### config.mk
export PLATFORM = sky130hd
export DESIGN_NAME = muldiv_seq
export DESIGN_NICKNAME = d
export VERILOG_FILES = /design/src/rtl/muldiv_pkg.sv /design/src/rtl/muldiv_ctrl.sv /design/src/rtl/muldiv_datapath.sv /design/src/rtl/muldiv_signfix.sv /design/src/rtl/muldiv_seq.sv
export SDC_FILE = /design/constraint.sdc
export NUM_CORES = 1
export LEC_CHECK = 0
export ABC_AREA = 1
export BUFFER_PORTS_ARGS = -buffer_cell sky130_fd_sc_hd__buf_2
export CORE_MARGIN = 2
export CORE_UTILIZATION = 40
export DETAILED_ROUTE_END_ITERATION = 8
export MAX_ROUTING_LAYER = met4
export SYNTH_ARGS = -nofsm -noshare
export SYNTH_HDL_FRONTEND = slang
export SYNTH_SLANG_ARGS = --single-unit
### constraint.sdc
create_clock -name clk -period 4.5 [get_ports clk]
set_input_delay 0.9 -clock clk [delete_from_list [all_inputs] [get_ports clk]]
set_output_delay 0.9 -clock clk [all_outputs]
set_load 0.03 [all_outputs]
### src/rtl/muldiv_pkg.sv
package muldiv_pkg;
  // opcode bit positions
  localparam int OPB_SIGNED = 0;
  localparam int OPB_DIV    = 1;

  typedef enum logic [1:0] {
    ST_IDLE = 2'b00,
    ST_RUN  = 2'b01,
    ST_FIX  = 2'b10
  } md_state_e;
endpackage

### src/rtl/muldiv_ctrl.sv
module muldiv_ctrl
  import muldiv_pkg::*;
#(
  parameter int STEPS = 32
) (
  input  logic clk,
  input  logic rst_n,
  input  logic start_i,
  output logic load_o,
  output logic step_o,
  output logic fix_o,
  output logic busy_o,
  output logic done_o
);
  localparam int CW = (STEPS > 1) ? $clog2(STEPS) : 1;

  md_state_e state_q, state_d;
  logic [CW-1:0] cnt_q, cnt_d;
  logic done_q, done_d;
  logic last_step;

  assign last_step = (cnt_q == CW'(STEPS - 1));

  always_comb begin
    state_d = state_q;
    cnt_d   = cnt_q;
    done_d  = 1'b0;
    unique case (state_q)
      ST_IDLE: begin
        if (start_i) begin
          state_d = ST_RUN;
          cnt_d   = '0;
        end
      end
      ST_RUN: begin
        cnt_d = cnt_q + 1'b1;
        if (last_step) state_d = ST_FIX;
      end
      ST_FIX: begin
        state_d = ST_IDLE;
        done_d  = 1'b1;
      end
      default: state_d = ST_IDLE;
    endcase
  end

  always_ff @(posedge clk or negedge rst_n) begin
    if (!rst_n) begin
      state_q <= ST_IDLE;
      cnt_q   <= '0;
      done_q  <= 1'b0;
    end else begin
      state_q <= state_d;
      cnt_q   <= cnt_d;
      done_q  <= done_d;
    end
  end

  assign load_o = (state_q == ST_IDLE) && start_i;
  assign step_o = (state_q == ST_RUN);
  assign fix_o  = (state_q == ST_FIX);
  assign busy_o = (state_q != ST_IDLE);
  assign done_o = done_q;
endmodule

### src/rtl/muldiv_datapath.sv
module muldiv_datapath
  import muldiv_pkg::*;
#(
  parameter int WIDTH = 32
) (
  input  logic             clk,
  input  logic             rst_n,
  input  logic             load_en,
  input  logic             step_en,
  input  logic [1:0]       op_i,
  input  logic [WIDTH-1:0] a_i,
  input  logic [WIDTH-1:0] b_i,
  output logic [WIDTH-1:0] raw_hi_o,
  output logic [WIDTH-1:0] raw_lo_o,
  output logic             is_div_o,
  output logic             neg_quo_o,
  output logic             neg_rem_o
);
  localparam int AW = WIDTH + 2;

  logic [WIDTH-1:0] acc_q, acc_d;
  logic [WIDTH-1:0] rq_q, rq_d;
  logic [WIDTH-1:0] m_q;
  logic             div_q, nq_q, nr_q;

  logic             a_neg, b_neg;
  logic [WIDTH-1:0] a_mag, b_mag;

  logic [WIDTH:0]   shifted;
  logic [AW-1:0]    add_x, add_y, add_s;
  logic             add_sub, rem_neg;

  // operand magnitudes at load
  assign a_neg = op_i[OPB_SIGNED] & a_i[WIDTH-1];
  assign b_neg = op_i[OPB_SIGNED] & b_i[WIDTH-1];
  assign a_mag = a_neg ? -a_i : a_i;
  assign b_mag = b_neg ? -b_i : b_i;

  // shared adder: multiply adds, divide subtracts
  assign shifted = {acc_q, rq_q[WIDTH-1]};
  assign add_sub = div_q;
  assign add_x   = div_q ? {1'b0, shifted} : {2'b00, acc_q};
  assign add_y   = (div_q || rq_q[0]) ? {2'b00, m_q} : '0;
  assign add_s   = add_x + (add_sub ? ~add_y : add_y) + {{(AW-1){1'b0}}, add_sub};
  assign rem_neg = add_s[AW-1];

  always_comb begin
    if (div_q) begin
      acc_d = rem_neg ? shifted[WIDTH-1:0] : add_s[WIDTH-1:0];
      rq_d  = {rq_q[WIDTH-2:0], ~rem_neg};
    end else begin
      acc_d = add_s[WIDTH:1];
      rq_d  = {add_s[0], rq_q[WIDTH-1:1]};
    end
  end

  always_ff @(posedge clk or negedge rst_n) begin
    if (!rst_n) begin
      acc_q <= '0;
      rq_q  <= '0;
      m_q   <= '0;
      div_q <= 1'b0;
      nq_q  <= 1'b0;
      nr_q  <= 1'b0;
    end else if (load_en) begin
      acc_q <= '0;
      rq_q  <= a_mag;
      m_q   <= b_mag;
      div_q <= op_i[OPB_DIV];
      nq_q  <= a_neg ^ b_neg;
      nr_q  <= a_neg;
    end else if (step_en) begin
      acc_q <= acc_d;
      rq_q  <= rq_d;
    end
  end

  assign raw_hi_o  = acc_q;
  assign raw_lo_o  = rq_q;
  assign is_div_o  = div_q;
  assign neg_quo_o = nq_q;
  assign neg_rem_o = nr_q;
endmodule

### src/rtl/muldiv_signfix.sv
module muldiv_signfix #(
  parameter int WIDTH = 32
) (
  input  logic             is_div_i,
  input  logic             neg_quo_i,
  input  logic             neg_rem_i,
  input  logic [WIDTH-1:0] raw_hi_i,
  input  logic [WIDTH-1:0] raw_lo_i,
  output logic [WIDTH-1:0] hi_o,
  output logic [WIDTH-1:0] lo_o
);
  localparam int PW = 2 * WIDTH;

  logic [PW-1:0] prod, prod_neg;

  assign prod     = {raw_hi_i, raw_lo_i};
  assign prod_neg = -prod;

  always_comb begin
    if (is_div_i) begin
      hi_o = neg_rem_i ? -raw_hi_i : raw_hi_i;
      lo_o = neg_quo_i ? -raw_lo_i : raw_lo_i;
    end else begin
      {hi_o, lo_o} = neg_quo_i ? prod_neg : prod;
    end
  end
endmodule

### src/rtl/muldiv_seq.sv
module muldiv_seq #(
  parameter int WIDTH = 32
) (
  input  logic             clk,
  input  logic             rst_n,
  input  logic             start_i,
  input  logic [1:0]       op_i,
  input  logic [WIDTH-1:0] a_i,
  input  logic [WIDTH-1:0] b_i,
  output logic             busy_o,
  output logic             done_o,
  output logic [WIDTH-1:0] hi_o,
  output logic [WIDTH-1:0] lo_o
);
  logic load_en, step_en, fix_en;
  logic [WIDTH-1:0] raw_hi, raw_lo, fix_hi, fix_lo;
  logic is_div, neg_quo, neg_rem;
  logic [WIDTH-1:0] hi_q, lo_q;

  muldiv_ctrl #(.STEPS(WIDTH)) u_ctrl (
    .clk     (clk),
    .rst_n   (rst_n),
    .start_i (start_i),
    .load_o  (load_en),
    .step_o  (step_en),
    .fix_o   (fix_en),
    .busy_o  (busy_o),
    .done_o  (done_o)
  );

  muldiv_datapath #(.WIDTH(WIDTH)) u_dp (
    .clk       (clk),
    .rst_n     (rst_n),
    .load_en   (load_en),
    .step_en   (step_en),
    .op_i      (op_i),
    .a_i       (a_i),
    .b_i       (b_i),
    .raw_hi_o  (raw_hi),
    .raw_lo_o  (raw_lo),
    .is_div_o  (is_div),
    .neg_quo_o (neg_quo),
    .neg_rem_o (neg_rem)
  );

  muldiv_signfix #(.WIDTH(WIDTH)) u_fix (
    .is_div_i  (is_div),
    .neg_quo_i (neg_quo),
    .neg_rem_i (neg_rem),
    .raw_hi_i  (raw_hi),
    .raw_lo_i  (raw_lo),
    .hi_o      (fix_hi),
    .lo_o      (fix_lo)
  );

  always_ff @(posedge clk or negedge rst_n) begin
    if (!rst_n) begin
      hi_q <= '0;
      lo_q <= '0;
    end else if (fix_en) begin
      hi_q <= fix_hi;
      lo_q <= fix_lo;
    end
  end

  assign hi_o = hi_q;
  assign lo_o = lo_q;
endmodule

# Word level (Yosys, flattened, before mapping)
# Cells that the tools add are included.
[word_totals]
input_bits = 69
n_memories = 0
mem_bits_ro = 0
ram_bits = 0
latch_bits = 0
word_cells = 60
regBits = 171
[classes]
shifts = 0
n_eq_ne = 5
n_addsub = 8
mux = 23
n_lt_le_gt_ge = 0
mul = 0
n_div = 0
bitwise = 5
reduce_logical = 8
[op_table]
columns = ["operator", "count"]
rows = [
  ["32-bit 2-to-1 mux", 14],
  ["32-bit negation", 4],
  ["64-bit 2-to-1 mux", 1],
  ["64-bit negation", 1],
  ["34-bit by 1-bit adder with 34-bit output", 1],
  ["34-bit adder", 1],
  ["34-bit 2-to-1 mux", 1],
  ["34-bit NOT", 1],
  ["33-bit 2-to-1 mux", 1],
  ["5-bit one-hot mux with 2 select lines", 1],
  ["2-bit nonzero test", 3],
  ["5-bit by 1-bit adder with 5-bit output (second input constant)", 1],
  ["5-bit == test (second input constant)", 1],
  ["5-bit 2-to-1 mux", 1],
  ["2-bit 2-to-1 mux", 2],
  ["2-bit one-hot mux with 2 select lines", 1],
  ["2-bit AND reduction", 2],
  ["1-bit AND", 2],
  ["2-bit by 1-bit == test with 1-bit output (second input constant)", 1],
  ["2-bit == test (second input constant)", 1],
  ["2-bit zero test", 1],
  ["2-bit by 1-bit != test with 1-bit output (second input constant)", 1],
  ["2-bit != test (second input constant)", 1],
  ["1-bit logical AND", 1],
  ["4 further kinds", 4],
]

# Depth between registers and ports, before layout
[logic_depth]
ltp_word = 10
ltp_mapped = 25

# Cells and area by module
# A second synthesis with hierarchy kept.
[unflattened]
hier_cells = 2387
area_unflattened_um2 = 14774.2
[modules_own_cells]
columns = ["mod", "seq_area_each_um2", "n_inst", "cells_each", "area_each_um2"]
rows = [
  ["muldiv_datapath", 2477.4, 1, 1553, 9407.8],
  ["muldiv_signfix", 0.0, 1, 520, 2544.9],
  ["muldiv_seq", 1601.5, 1, 270, 2446.1],
  ["muldiv_ctrl", 200.2, 1, 44, 375.4],
]

# Worst setup path after synthesis
# Ideal clock, no wire load.
[synth_path]
path_kind = "register -> register"
from = "register u_dp.div_q (netlist: u_dp.is_div_o)"
to = "register u_dp.acc_q[0] (netlist: u_dp.raw_hi_o[0])"
path_slack_ns = 1.417
path_stages_with_launch = 21
arrival_ns = 2.952
setup_time_ns = 0.132
path_buffers = 5
period_less_slack_ns = 3.083
path_cell_list = "dfrtp_1 -> buf_4 -> buf_2 -> buf_2 -> buf_1 -> a21oi_1 -> o21ai_0 -> inv_1 -> ha_1 -> a21oi_1 -> a21boi_1 -> nand2_1 -> nand2_1 -> nand3_2 -> nand2_4 -> nand2_8 -> buf_6 -> a21oi_1 -> o21ai_0 -> nand2_1 -> o21ai_0"
[synth_via]
elab_chain_len = 10
[synth_lines]
columns = ["item", "line_no", "source"]
rows = [
  ["from (decl)", "muldiv_datapath.sv:24", "logic div_q, nq_q, nr_q;"],
  ["from (signal assigned)", "muldiv_datapath.sv:69", "div_q <= op_i[OPB_DIV];"],
  ["1-bit logical OR", "muldiv_datapath.sv:43", "assign add_y = (div_q || rq_q[0]) ? {2'b00, m_q} : '0;"],
  ["32-bit 2-to-1 mux", "muldiv_datapath.sv:43", ""],
  ["34-bit NOT", "muldiv_datapath.sv:44", "assign add_s = add_x + (add_sub ? ~add_y : add_y) + {{(AW-1){1'b0}}, add_sub};"],
  ["34-bit 2-to-1 mux", "muldiv_datapath.sv:44", ""],
  ["34-bit adder", "muldiv_datapath.sv:44", ""],
  ["34-bit by 1-bit adder with 34-bit output", "muldiv_datapath.sv:44", ""],
  ["32-bit 2-to-1 mux", "muldiv_datapath.sv:49", "acc_d = rem_neg ? shifted[WIDTH-1:0] : add_s[WIDTH-1:0];"],
  ["32-bit 2-to-1 mux (*)", "muldiv_datapath.sv:48", "if (div_q) begin"],
  ["32-bit 2-to-1 mux (*)", "muldiv_datapath.sv:72", "end else if (step_en) begin"],
  ["32-bit 2-to-1 mux (*)", "muldiv_datapath.sv:65", "end else if (load_en) begin"],
  ["to (signal assigned)", "muldiv_datapath.sv:59", "acc_q <= '0;"],
  ["to (signal assigned)", "muldiv_datapath.sv:66", "acc_q <= '0;"],
  ["to (signal assigned)", "muldiv_datapath.sv:73", "acc_q <= acc_d;"],
  ["to (decl)", "muldiv_datapath.sv:21", "logic [WIDTH-1:0] acc_q, acc_d;"],
]
# Every way passes the cells marked *; elsewhere a longest branch is shown, timed or not. The select of a mux whose other input is x is not followed.
# A chain may end at the register's enable or synchronous reset.

# Final worst setup path
[layout_path]
from = "register u_dp.div_q (netlist: u_dp.is_div_o)"
to = "register u_dp.acc_q[23] (netlist: u_dp.raw_hi_o[23])"
# The elaborated chain is that of the path after synthesis.

==> flow_summary_export.csv <==
group,metric,value,unit
status,outcome,"finished clean",
sta,final.period_utilization,0.846,
sta,max_slew.worst_pin.slew,1.13,ns
critical_path,number_of_cell_instances_on_the_worst_register_to_register_path,20,
detailed_routing,route.final.wire_length,54.8,mm
critical_path,critPathSlowestCell,"sky130_fd_sc_hd__dfrtp_4",
synth,postSynth.asyncResetShare,1.00,
sta,setup_viol,0,
clocking,cts.sink_count,171,
critical_path,criticalPathCategory,"flop to flop",
critical_path,critical_path.reg2reg.startpoint,"u_dp.is_div_o$_DFFE_PN0P_",
die,num_io_pins,135,
die,placementRows,69,
clocking,insertion_delay,0.46,ns
sta,final_hold_vio_count,0,
clocking,tritoncts.num_buffers,17,
clocking,max-clock-path-buffers,2,
global_route,total_congestion_overflow,0,
detailed_routing,detail-route-antenna-nets,0,
sta,max_freq,263,MHz
synth,synth.cells.most_frequent,"sky130_fd_sc_hd__nand2_1 (700), sky130_fd_sc_hd__o21ai_0 (262), sky130_fd_sc_hd__inv_1 (240)",
placement,place.port_buffers,134,
synth,synth_edf_count,0,
sta,timing.final.crit_period,3.81,ns
synth,ys_dominant_reg_cell,"sky130_fd_sc_hd__dfrtp_1",
critical_path,critical-path-top-cell-by-count,"sky130_fd_sc_hd__nand2_1",
sta,maxSlewViolCount,0,
clocking,cts_hold_buffers,0,
synth,synth.cell_area,14500,um2
clocking,cts.repair_timing.setup_buffer_count,0,
detailed_routing,remaining_routing_drc_violations,0,
sta,setup_tns,0,ns
synth,synth-seq-area-share,0.294,
run,timing.max_cap.violations,0,
global_route,grt_start_max_net_pins,105,
clocking,clock_tree_from_tritoncts,"built",
critical_path,timing.critical_path.buf_inv,3,
critical_path,start_kind,"flop",
synth,syn-instance-count,2305,
critical_path,r2r-end,"u_dp.raw_hi_o[23]$_DFFE_PN0P_",
synth,count_leader_synth,"sky130_fd_sc_hd__nand2_1",
synth,yosys_warnings,0,
critical_path,critical_path.top_delay_family,"simple AND/OR/NAND/NOR gates",
final_layout,fin_nets,2497,
placement,gp_congestion,1.03,
synth,yosysTopAreaCell,"sky130_fd_sc_hd__dfrtp_1",
die,die-area,37900,um2
global_route,grt_pass1_vias,14400,
sta,tightest_slew_margin_relative_to_the_limit,0.243,
critical_path,worst_ep_arrival_time,4.16,ns
critical_path,worstSetupEndpointType,"flop",
critical_path,timing.critical_path.required,4.85,ns
clocking,postCtsResizedCells,0,
sta,whs,0.461,ns
global_route,gr-usage-all-layers,0.300,
sta,rsz0062_at_grt,"no",
synth,synth_top_cells_by_area,"sky130_fd_sc_hd__dfrtp_1 (29%), sky130_fd_sc_hd__nand2_1 (18%), sky130_fd_sc_hd__o21ai_0 (9.0%)",
critical_path,rrSetupSlack,0.69,ns
synth,post_synth_num_cell_types,56,
global_route,grt.met1_usage,0.425,
final_layout,area_growth,11.3,%
synth,ys_seq_elements,171,
detailed_routing,drt_pre_antenna_iters,6,
sta,worst_clock_skew,0.0166,ns
placement,dpl.hpwl,43.1,mm
critical_path,timing.critical_path.cells,"nor2_1 -> buf_4 -> nor2_1 -> nand2_1 -> nand2_1 -> fa_1 -> inv_1 -> nand3_1 -> nand2_1 -> nand2_1 -> nand2_1 -> nand2_1 -> nand2_1 -> nand2_1 -> nand4_1 -> nand2_1 -> o21ai_0 -> inv_1 -> nand2_1 -> nand2_1",
clocking,clock_tree.htree_level_count,4,
synth,synth.net_count,2412,
die,initial_core_utilization,0.408,
global_route,grt_use_met2,0.435,
global_route,global_route.peak_usage_layer,"met2",
global_route,antenna_found_initial,0,
synth,average_instance_area_after_synthesis,6.31,um2
global_route,global_route.usage.met3,0.0397,
critical_path,critical_path_peak_fanout,32,
die,chipWidth,195,um
detailed_routing,via_count,15500,
detailed_routing,post_drt_wl_per_cell,19.1,um
worst_hold_path,hold_path_class,"input pin to asynchronous set/reset pin",
critical_path,biggest_cell_delay_along_the_critical_path,0.62,ns
die,core,35700,um2
clocking,cts_root_buf,"sky130_fd_sc_hd__clkbuf_16",
final_layout,antenna_cells_inserted,0,
final_layout,drive_above_1_share,0.0987,
detailed_routing,first_iter_violations,1429,
global_route,wire_length_of_the_first_global_routing_pass,85.0,mm
clocking,clk_pin_slew,0.08,ns
detailed_routing,routed_via_density,5.42,
die,fp.dieH,195,um
synth,yosysTopAreaCellShare,0.294,
==> cell type report <==
type,count,area [um2]
inverter,247,930
multi-input combinational,1792,8920
clock inverter,12,133
clock buffer,18,439
tap,461,577
fill,3832,19500
timing repair buffer,161,892
sequential,171,4280
==> sequential cells by signal (all words and copies together) (netlist names) <==
register,count
u_ctrl.done_o,1
u_dp.is_div_o,1
u_ctrl.state_q,2
hi_o,32
u_dp.raw_lo_o,32
u_dp.neg_quo_o,1
u_dp.neg_rem_o,1
u_ctrl.cnt_q,5
lo_o,32
u_dp.m_q,32
u_dp.raw_hi_o,32
==> worst max path at each step <==
stage,endpoint,from,cells after the start
5_1_grt,u_dp.raw_hi_o[23]$_DFFE_PN0P_,u_dp.is_div_o$_DFFE_PN0P_,20
3_5_place_dp,u_dp.raw_hi_o[23]$_DFFE_PN0P_,u_dp.is_div_o$_DFFE_PN0P_,20
6_report,u_dp.raw_hi_o[23]$_DFFE_PN0P_,u_dp.is_div_o$_DFFE_PN0P_,20
4_1_cts,u_dp.raw_hi_o[23]$_DFFE_PN0P_,u_dp.is_div_o$_DFFE_PN0P_,20
3_3_place_gp,u_dp.raw_hi_o[23]$_DFFE_PN0P_,u_dp.is_div_o$_DFFE_PN0P_,20
2_1_floorplan,u_dp.raw_hi_o[0]$_DFFE_PN0P_,u_dp.is_div_o$_DFFE_PN0P_,20
==> worst register-to-register path: stages (launching register included) <==
cell	delay, ns
sky130_fd_sc_hd__dfrtp_4	0.62
sky130_fd_sc_hd__nor2_1	0.14
sky130_fd_sc_hd__buf_4	0.31
sky130_fd_sc_hd__nor2_1	0.15
sky130_fd_sc_hd__nand2_1	0.18
sky130_fd_sc_hd__nand2_1	0.14
sky130_fd_sc_hd__fa_1	0.43
sky130_fd_sc_hd__inv_1	0.17
sky130_fd_sc_hd__nand3_1	0.10
sky130_fd_sc_hd__nand2_1	0.23
sky130_fd_sc_hd__nand2_1	0.08
sky130_fd_sc_hd__nand2_1	0.15
sky130_fd_sc_hd__nand2_1	0.07
sky130_fd_sc_hd__nand2_1	0.15
sky130_fd_sc_hd__nand2_1	0.13
sky130_fd_sc_hd__nand4_1	0.11
sky130_fd_sc_hd__nand2_1	0.17
sky130_fd_sc_hd__o21ai_0	0.23
sky130_fd_sc_hd__inv_1	0.06
sky130_fd_sc_hd__nand2_1	0.06
sky130_fd_sc_hd__nand2_1	0.05
==> routing by layer <==
metal,routed length [um],vias up
met5,0,-
met4,1910,0
met3,3620,96
met2,23200,557
met1,26100,7138
li1,-,7721
==> metrics by stage <==
step                      instances  cell area, um2  setup WS [ns]   util
after floorplan                2305           14500           1.42      -
after global placement         2832           15600          0.855  0.438
after detailed placement       2832           15600          0.844  0.438
after CTS                      2862           16200          0.829  0.454
after global routing           2862           16200          0.458  0.454
final                          2862           16200          0.693  0.454
==> cell usage in the layout, fill, tap and decap left out, drive strengths merged, types with 10 or more instances in the layout <==
| cell type | count |
|---|---|
| nand4 | 28 |
| nor3 | 28 |
| buf | 161 |
| o21ai | 279 |
| nor2 | 222 |
| o211ai | 10 |
| nand3 | 171 |
| clkbuf | 18 |
| or2 | 10 |
| nand2 | 708 |
| a221oi | 18 |
| inv | 251 |
| a21oi | 103 |
| a22oi | 18 |
| xor2 | 81 |
| ha | 37 |
| dfrtp | 171 |
| xnor2 | 16 |
==> kinds of logic after synthesis <==
family | Yosys count | share of synthesized area
fa+ha+maj | 38 | 0.0332
xor+xnor | 97 | 0.0584
flops | 171 | 0.294
compound gates | 474 | 0.181
buf+inv | 342 | 0.0924
simple gates | 1183 | 0.340
Power is not shown: default switching activity piles up to over one toggle a cycle in this logic, so the estimate is an artifact.
